### src/rtl/spin_pkg.sv
package spin_pkg;
  typedef enum logic [2:0] {
    MODE_IDLE   = 3'd0,
    MODE_ACCEL  = 3'd1,
    MODE_ACTIVE = 3'd2,
    MODE_SHORT2 = 3'd3,
    MODE_SHORT3 = 3'd4
  } spin_mode_e;
endpackage

### src/rtl/spin_fg_speed.sv
module spin_fg_speed #(
  parameter int CNT_W       = 16,
  parameter int FAST_PER    = 20,
  parameter int SLOW_PER    = 30,
  parameter int STALL_TICKS = 300
) (
  input  logic       clk_i,
  input  logic       rst_ni,
  input  logic [2:0] phase_i,
  input  logic       tick_i,
  output logic       fg_raw_o,
  output logic       fast_o,
  output logic       stall_o
);
  localparam logic [CNT_W-1:0] CNT_MAX = {CNT_W{1'b1}};
  localparam logic [CNT_W-1:0] FAST_C  = CNT_W'(FAST_PER);
  localparam logic [CNT_W-1:0] SLOW_C  = CNT_W'(SLOW_PER);
  localparam logic [CNT_W-1:0] STALL_C = CNT_W'(STALL_TICKS);

  logic             fg_q;
  logic             fall;
  logic [CNT_W-1:0] per_cnt_q;
  logic [CNT_W-1:0] low_cnt_q;
  logic             fast_q;

  assign fg_raw_o = ^phase_i;
  assign fall     = fg_q & ~fg_raw_o;

  always_ff @(posedge clk_i or negedge rst_ni) begin
    if (!rst_ni) begin
      fg_q      <= 1'b0;
      per_cnt_q <= '0;
      low_cnt_q <= '0;
      fast_q    <= 1'b0;
    end else begin
      fg_q <= fg_raw_o;
      // period since last falling edge, saturating
      if (fall)
        per_cnt_q <= '0;
      else if (tick_i && per_cnt_q != CNT_MAX)
        per_cnt_q <= per_cnt_q + 1'b1;
      // hysteretic band decision
      if (fall) begin
        if (per_cnt_q < FAST_C)      fast_q <= 1'b1;
        else if (per_cnt_q > SLOW_C) fast_q <= 1'b0;
      end else if (per_cnt_q > SLOW_C) begin
        fast_q <= 1'b0;
      end
      // continuous low interval
      if (fg_raw_o)
        low_cnt_q <= '0;
      else if (tick_i && low_cnt_q != CNT_MAX)
        low_cnt_q <= low_cnt_q + 1'b1;
    end
  end

  assign fast_o  = fast_q;
  assign stall_o = (low_cnt_q >= STALL_C);
endmodule

### src/rtl/spin_mode_dec.sv
module spin_mode_dec
  import spin_pkg::*;
#(
  parameter int CMD_W     = 12,
  parameter int DEAD_BAND = 82,
  parameter int SPLIT_MAG = 1536
) (
  input  logic [CMD_W-1:0] cmd_i,
  input  logic             low_speed_i,
  input  logic             fast_i,
  input  logic             stall_i,
  output spin_mode_e       mode_o,
  output logic [CMD_W-1:0] mag_o,
  output logic             drive_o
);
  localparam logic [CMD_W-1:0] DEAD_C  = CMD_W'(DEAD_BAND);
  localparam logic [CMD_W-1:0] SPLIT_C = CMD_W'(SPLIT_MAG);

  logic neg;

  assign neg   = cmd_i[CMD_W-1];
  assign mag_o = neg ? (~cmd_i + 1'b1) : cmd_i;

  always_comb begin
    if (!neg) begin
      mode_o = (mag_o <= DEAD_C) ? MODE_IDLE : MODE_ACCEL;
    end else if (mag_o <= DEAD_C || low_speed_i || stall_i) begin
      mode_o = MODE_SHORT2;
    end else if (mag_o >= SPLIT_C) begin
      mode_o = fast_i ? MODE_SHORT3 : MODE_ACTIVE;
    end else begin
      mode_o = MODE_ACTIVE;
    end
  end

  assign drive_o = (mode_o == MODE_ACCEL) || (mode_o == MODE_ACTIVE);
endmodule

### src/rtl/spin_duty_calc.sv
module spin_duty_calc #(
  parameter int CMD_W  = 12,
  parameter int DUTY_W = 12,
  parameter int GAIN   = 6
) (
  input  logic [CMD_W-1:0]  mag_i,
  input  logic              drive_i,
  input  logic              low_speed_i,
  output logic [DUTY_W-1:0] duty_o
);
  localparam int PROD_W = CMD_W + $clog2(GAIN + 1);
  localparam logic [DUTY_W-1:0] FULL_C = {DUTY_W{1'b1}};
  localparam logic [DUTY_W-1:0] LS_C   = FULL_C >> 2;

  logic [PROD_W-1:0] prod;
  logic [DUTY_W-1:0] cap;

  assign prod = PROD_W'(mag_i) * PROD_W'(GAIN);
  assign cap  = low_speed_i ? LS_C : FULL_C;

  always_comb begin
    if (!drive_i)
      duty_o = '0;
    else if (prod > PROD_W'(cap))
      duty_o = cap;
    else
      duty_o = prod[DUTY_W-1:0];
  end
endmodule

### src/rtl/spin_brake_ctrl.sv
module spin_brake_ctrl
  import spin_pkg::*;
#(
  parameter int CMD_W       = 12,
  parameter int DUTY_W      = 12,
  parameter int GAIN        = 6,
  parameter int DEAD_BAND   = 82,
  parameter int SPLIT_MAG   = 1536,
  parameter int CNT_W       = 16,
  parameter int FAST_PER    = 20,
  parameter int SLOW_PER    = 30,
  parameter int STALL_TICKS = 300
) (
  input  logic              clk_i,
  input  logic              rst_ni,
  input  logic [CMD_W-1:0]  cmd_i,
  input  logic [2:0]        phase_i,
  input  logic              low_speed_i,
  input  logic              sleep_i,
  input  logic              tick_i,
  output logic [2:0]        mode_o,
  output logic [DUTY_W-1:0] duty_o,
  output logic              fg_o
);
  logic              fg_raw, fast, stall, drive;
  logic [CMD_W-1:0]  mag;
  logic [DUTY_W-1:0] duty_d;
  spin_mode_e        mode_d;
  spin_mode_e        mode_q;
  logic [DUTY_W-1:0] duty_q;
  logic              fg_q;

  spin_fg_speed #(
    .CNT_W(CNT_W), .FAST_PER(FAST_PER), .SLOW_PER(SLOW_PER), .STALL_TICKS(STALL_TICKS)
  ) u_speed (
    .clk_i(clk_i), .rst_ni(rst_ni), .phase_i(phase_i), .tick_i(tick_i),
    .fg_raw_o(fg_raw), .fast_o(fast), .stall_o(stall)
  );

  spin_mode_dec #(
    .CMD_W(CMD_W), .DEAD_BAND(DEAD_BAND), .SPLIT_MAG(SPLIT_MAG)
  ) u_dec (
    .cmd_i(cmd_i), .low_speed_i(low_speed_i), .fast_i(fast), .stall_i(stall),
    .mode_o(mode_d), .mag_o(mag), .drive_o(drive)
  );

  spin_duty_calc #(
    .CMD_W(CMD_W), .DUTY_W(DUTY_W), .GAIN(GAIN)
  ) u_duty (
    .mag_i(mag), .drive_i(drive), .low_speed_i(low_speed_i), .duty_o(duty_d)
  );

  always_ff @(posedge clk_i or negedge rst_ni) begin
    if (!rst_ni) begin
      mode_q <= MODE_IDLE;
      duty_q <= '0;
      fg_q   <= 1'b1;
    end else begin
      mode_q <= mode_d;
      duty_q <= duty_d;
      fg_q   <= sleep_i | fg_raw;
    end
  end

  assign mode_o = mode_q;
  assign duty_o = duty_q;
  assign fg_o   = fg_q;
endmodule

### config.mk
export PLATFORM = sky130hd
export DESIGN_NAME = spin_brake_ctrl
export DESIGN_NICKNAME = d
export VERILOG_FILES = /design/src/rtl/spin_pkg.sv /design/src/rtl/spin_fg_speed.sv /design/src/rtl/spin_mode_dec.sv /design/src/rtl/spin_duty_calc.sv /design/src/rtl/spin_brake_ctrl.sv
export SDC_FILE = /design/constraint.sdc
export NUM_CORES = 1
export LEC_CHECK = 0
export BUFFER_PORTS_ARGS = -buffer_cell sky130_fd_sc_hd__buf_2
export CAP_MARGIN = 15
export CELL_PAD_IN_SITES_DETAIL_PLACEMENT = 1
export CELL_PAD_IN_SITES_GLOBAL_PLACEMENT = 1
export CORE_UTILIZATION = 50
export CTS_CLUSTER_DIAMETER = 150
export DETAILED_ROUTE_END_ITERATION = 8
export PLACE_DENSITY = 0.88
export SETUP_SLACK_MARGIN = 0.1
export SKIP_LAST_GASP = 1
export SYNTH_ARGS = -nofsm -noshare
export SYNTH_HDL_FRONTEND = slang
export SYNTH_SLANG_ARGS = --single-unit
### constraint.sdc
create_clock -name clk_i -period 6.4 [get_ports clk_i]
set_clock_uncertainty 0.1 [all_clocks]
set_input_delay 0.64 -clock clk_i [delete_from_list [all_inputs] [get_ports clk_i]]
set_output_delay 0.64 -clock clk_i [all_outputs]
set_load 0.05 [all_outputs]
Yosys cells after proc, flatten, opt, wreduce, memory -nomap -nowiden
Index checks and enable logic that the tools add are counted.
Storage, ports and cells
  word-level logic and storage cells: 49
  flip-flop bits (word level): 50
  output and inout port bits: 16
  bits of input ports: 20
Operators by class
  mux-type cells: 16
  $mul: 1
  reductions and logical operators: 8
  $lt $le $gt $ge: 6
  bitwise logic cells: 4
  $add $sub $neg: 3
  eq/ne operators: 4
Operators with widths (number)
  $mux W16: 4
  $mux W12: 4
  $add A16 B1 Y16 const B: 2
  $ne A16 B16 Y1 const B: 2
  $ge A16 B9 Y1 const B: 1
  $gt A16 B5 Y1 const B: 1
  $lt A16 B5 Y1 const B: 1
  $gt A15 B12 Y1: 1
  $mul A12 B2 Y14 const B: 1
  $add A12 B1 Y12 const B: 1
  $ge A12 B11 Y1 const B: 1
  $le A12 B7 Y1 const B: 1
  $mux W3: 4
  $not A12 Y12: 1
  $mux W1: 4
  $reduce_bool A2 Y1: 2
  $eq A3 B1 Y1 const B: 1
  $eq A3 B2 Y1 const B: 1
  $logic_or A1 B1 Y1: 3
  $reduce_xor A3 Y1: 1
  $logic_and A1 B1 Y1: 2
  $and A1 B1 Y1: 1
  $not A1 Y1: 1
  $or A1 B1 Y1: 1

Longest topological paths before layout
  depth in word-level cells: 11
  mapped depth: 19
  mapped depth without buffers: 17

Hierarchy
From an unflattened synthesis, not the netlist that was laid out.
Unflattened totals
  cell total of the unflattened synthesis: 394
  area total of the unflattened synthesis: 3589.7 µm²
By module, submodules not included
  spin_fg_speed: cells an instance 210, area an instance 1939.4 µm², seq. area each 850.8 µm², instances 1
  spin_duty_calc: cells an instance 91, area an instance 720.7 µm², seq. area each 0.0 µm², instances 1
  spin_mode_dec: cells an instance 76, area an instance 521.8 µm², seq. area each 0.0 µm², instances 1
  spin_brake_ctrl: cells an instance 17, area an instance 407.9 µm², seq. area each 401.6 µm², instances 1

Worst setup path before layout
OpenSTA, ideal clock, no wires.
  kind: input to register
  start point: in cmd_i[0]
  end point: reg duty_q[1], in the netlist duty_o[1]
  required time: 6.146 ns
  data arrival time: 4.196 ns
  cell stages on the path: 19
  setup slack: 1.950 ns
  path buffers: 3
  library setup time: 0.154 ns
  cells stage by stage: clkbuf_1 -> inv_1 -> ha_1 -> clkbuf_1 -> a311oi_1 -> nor2_1 -> inv_1 -> ha_1 -> a21o_1 -> nor3_1 -> a32o_1 -> a31o_2 -> nor3_1 -> ha_1 -> nor2_1 -> o21ai_0 -> a2111oi_4 -> buf_6 -> a31oi_1
On the way
  longest elaborated chain between the ends: 11
  elaborated cells on any way between the ends: 18
  those cells by class: add/sub: 1; mul: 1; order compare: 3; eq/ne: 2; mux: 7; bitwise: 1; reduce/logical: 3
Ends and longest elaborated chain
  start: declaration: line spin_brake_ctrl.sv:16  | input logic [CMD_W-1:0] cmd_i,
  $not A12 Y12: line spin_mode_dec.sv:22  | assign mag_o = neg ? (~cmd_i + 1'b1) : cmd_i;
  $add A12 B1 Y12: line spin_mode_dec.sv:22
  $mux W12 *: line spin_mode_dec.sv:22
  branches (longest 7 deep; another with $gt A15 B12 Y1)
  $mux W12 *: line spin_duty_calc.sv:22  | if (!drive_i)
  via duty_d[1]: line spin_brake_ctrl.sv:27  | logic [DUTY_W-1:0] duty_d;
  end signal: assignment: line spin_brake_ctrl.sv:60  | duty_q <= duty_d;
  end: declaration: line spin_brake_ctrl.sv:30  | logic [DUTY_W-1:0] duty_q;
Mark *: on every way through the listed nets, which the timed path passes.
A chain may end at the register's enable or synchronous reset.

Worst setup path after layout
  start point: in cmd_i[0]
  end point: reg duty_q[8], in the netlist duty_o[8]
Same word-level chain as after synthesis.

==> results.md <==
- Maximum fanout count along the critical path: 14
- Number of buffers inserted to repair setup after CTS: 0
- Net count after synthesis: 476
- Slew at the pin closest to its max-slew limit: 0.866 ns
- Count of boundary I/O pins: 36
- Final Hold Vio Count: 0
- Final setup margin: 1.29 ns
- Height of the chip: 90.3 um
- Total vias in the final route: 3452
- Setup violation total in the final timing report: 0
- Fraction of post-synthesis cell area in the top cell type by area: 0.315
- Horizontal extent of the die: 90.3 um
- Number of maximum-capacitance violations: 0
- Fraction of the yosys area taken by sequential cells: 0.322
- Critical Path Source: cmd_i[0]
- Post-layout net count: 504
- Remaining max-slew budget at the tightest pin: 0.418
- Maximum clock rate: 196 MHz
- CTS hold repair buffers: 0
- Number of DRC markers in iteration 0: 121
- Largest family of logic cells by synthesized area: simple AND/OR/NAND/NOR gates
- Number of max-slew violations in the final report: 0
- Gr ovfl total: 0
- Classification of the worst setup path: in -> reg
- Die ar.: 8150 um^2
- Synth area leaders: dfrtp_1 (31%), ha_1 (6.4%), xor2_1 (4.3%)
- Total GRT Usage: 0.248
- First-pass iteration count of the detailed router: 4
- Cell at the slowest stage of the critical path: a2111oi_4
- Uppermost metal layer occupied by signal nets: met4
- Placeable core region: 7410 um^2
- Critical path arrival: 5.14 ns
- Area fraction in and, or, nand and nor cells after synthesis: 0.243
- Wirelength per Cell: 17.4 um
- Clock-pin transition on the worst setup and hold timing paths: 0.08 ns
- Synthesized-area fraction occupied by xor and xnor cells: 0.0784
- Minimum period implied by the final worst setup slack: 5.11 ns
- Commonest cells after routing, fill and taps aside: dfrtp_1 (49), nor2_1 (40), buf_2 (35)
- Kind of launch point of the worst setup path: primary input
- Mean Syn Cell Area: 8.95 um^2
- Starting Density: 0.526
- Cell area after synthesis: 3890 um^2
- Worst vdd ir: 93.3 uV
- Critical path's top delay family: compound AO/OA/AOI/OAI gates
- Post-DRT Antenna Nets: 0
- Leading area contributor after synthesis: dfrtp_1
- Hold crit path type: in -> async
- Sum of negative setup slack: 0 ns
- Amount of wire on met3 after detailed routing: 177 um
- Detailed-routed wire length on met2: 4950 um
- Status: finished clean
- Total routed wirelength: 9790 um
- Length of routed wiring on met1: 4480 um
- Crit path buf inv count: 3
- Multiplexer fraction of the synthesized cell area: 0.0157
- Cells traversed along the worst timing path: buf_2 > inv_1 > ha_1 > nor2b_1 > xnor2_1 > inv_1 > ha_1 > a21o_1 > nand2_1 > a21oi_4 > o221ai_2 > a31o_2 > nor3_1 > ha_1 > nor2_1 > o21ai_0 > a2111oi_4 > a31oi_1
- Pre-CTS worst setup slack: 0.956 ns
- CTS H-tree lvls: 2
- Biggest cell delay along the critical path: 0.78 ns
- Depth of the critical timing path with buffers and inverters included: 18
- Number of storage elements in the synthesis netlist: 50
- Clk root buf: clkbuf_8
- Post-synth cell types: 76
- Most frequent cell on the critical path: ha_1
- Complex-gate fraction of the synthesized area: 0.225
- Lkg Pwr: 1.83 nW
- Final critical-path share of the clock period: 0.799
- Cell count after synthesis: 435
- Residual DRC count: 0
- Number of enable flip-flop cells after synthesis: 0
- R2R Path End: u_speed.per_cnt_q[13]
- Placer Congestion: 0.896
- Setup repair after global routing missed its margin: false
- P per Cell Area: 220 nW/um^2
- Sinks on Clock Net: 50
- Most common cell after layout, fill and taps aside: dfrtp_1
- Number of global-route vias before repair: 3513
- DP HPWL: 7470 um
- Commonest register cell after synthesis: dfrtp_1
- First-pass GRT wire length: 16900 um
- Startpoint of the worst register-to-register path: u_speed.per_cnt_q[5]
- Initial antenna violation count: 0
- Worst R2R Setup Slack: 3.65 ns
- ANT cells: 0
- Total chip power: 0.928 mW
- Adder-cell share of the synthesized area: 0.0694
- Average vias per placed instance: 6.13
- TritonCTS clock tree: yes
- Number of buffers inserted during clock tree synthesis: 5
- Number of port buffers: 35
- R2R depth: 7
- Share of flip-flops with an asynchronous set or reset after synthesis: 1.00
- Required time at the worst-slack endpoint: 6.43 ns
- Insertion delay to the later sink of the worst-skew pair: 0.30 ns
- Quantity of gates resized following cts: 0
- Crit path capture type: flop
- Count of warnings emitted by yosys: 0
- End point of the critical path: duty_o[8]
- Area Overhead vs Synth: 8.45%
- Ratio of cells with drive above 1 in the final layout: 0.159
- Max clock buf depth: 2
- Total number of placement rows: 31
- Share of the core filled with cells: 0.570
- Largest net degree at the start of global routing: 51
-- metal layers --
layer,vias to the layer above,track usage
li1,1651,-
met1,1734,0.325
met2,53,0.442
met3,14,0.0109
met4,0,0.0766
met5,-,0
-- cells in the mapped netlist, types with 6 or more instances --
master	number
nor2_1	40
a31oi_1	16
and3_1	6
a21oi_1	22
nand3_1	17
inv_1	22
xnor2_1	14
nand4_1	10
nand2b_1	8
nor4_1	8
nor2b_1	8
dfrtp_1	49
xor2_1	19
nand2_1	25
or3_1	11
ha_1	20
clkbuf_1	7
o21ai_0	17
and2_1	6
nor3_1	12
-- report_power, final --
group	internal [mW]	switching, mW	leakage [nW]
Combinational	0.117	0.247	1.13
Sequential	0.350	0.0252	0.650
Clock	0.0874	0.101	0.0482
Total	0.555	0.373	1.83
-- through the flow --
step                hold WS (ns)  cell area [um^2]  std cells
global route               0.204              4220        563
finish                     0.185              4220        563
global placement           0.446              4100        553
floorplan                  0.244              3890        435
CTS                        0.432              4190        561
detailed placement         0.436              4100        553
-- flip-flops by register name, indices dropped and copies added, names as in the netlist --
register	count
u_speed.fast_o	1
fg_o	1
u_speed.fg_q	1
u_speed.low_cnt_q	16
mode_o	3
duty_o	12
u_speed.per_cnt_q	16
-- how the worst min path moves through the flow --
stage / start / cells past startpoint / slack [ns] / endpoint
after detailed placement: u_speed.per_cnt_q[4] / 1 / 0.44 / u_speed.fast_o
final: rst_ni / 1 / 0.18 / u_speed.low_cnt_q[0]
after floorplan: rst_ni / 0 / 0.24 / duty_o[0]
after global routing: rst_ni / 1 / 0.20 / u_speed.low_cnt_q[0]
after global placement: u_speed.per_cnt_q[4] / 1 / 0.45 / u_speed.fast_o
after CTS: sleep_i / 2 / 0.43 / fg_o
-- worst register-to-register path, cell delays in order (launching register included) --
cell,delay (ns)
dfrtp_1,0.46
nand4_1,0.23
nor4_1,0.12
a31oi_1,0.45
nand4_1,0.36
or3_1,0.48
or3_1,0.33
a21oi_1,0.16
-- layout make-up --
cell class	count	area (um^2)
inverters	23	86.3
well taps	99	124
flip-flops and latches	50	1250
multi-input cells	345	2460
fillers	891	3180
repair buffers	38	214
clock inverters	1	5.00
clock buffers	7	86.3
-- logic make-up after synthesis --
kind of cell / after synthesis
AND/OR/NAND/NOR: 173
AO/OA/AOI/OAI: 111
flip-flops: 50
buffers and inverters: 40
XOR/XNOR: 34
adder cells (fa/ha/maj): 21
multiplexers: 6
Power figures use the tool's default switching activity.
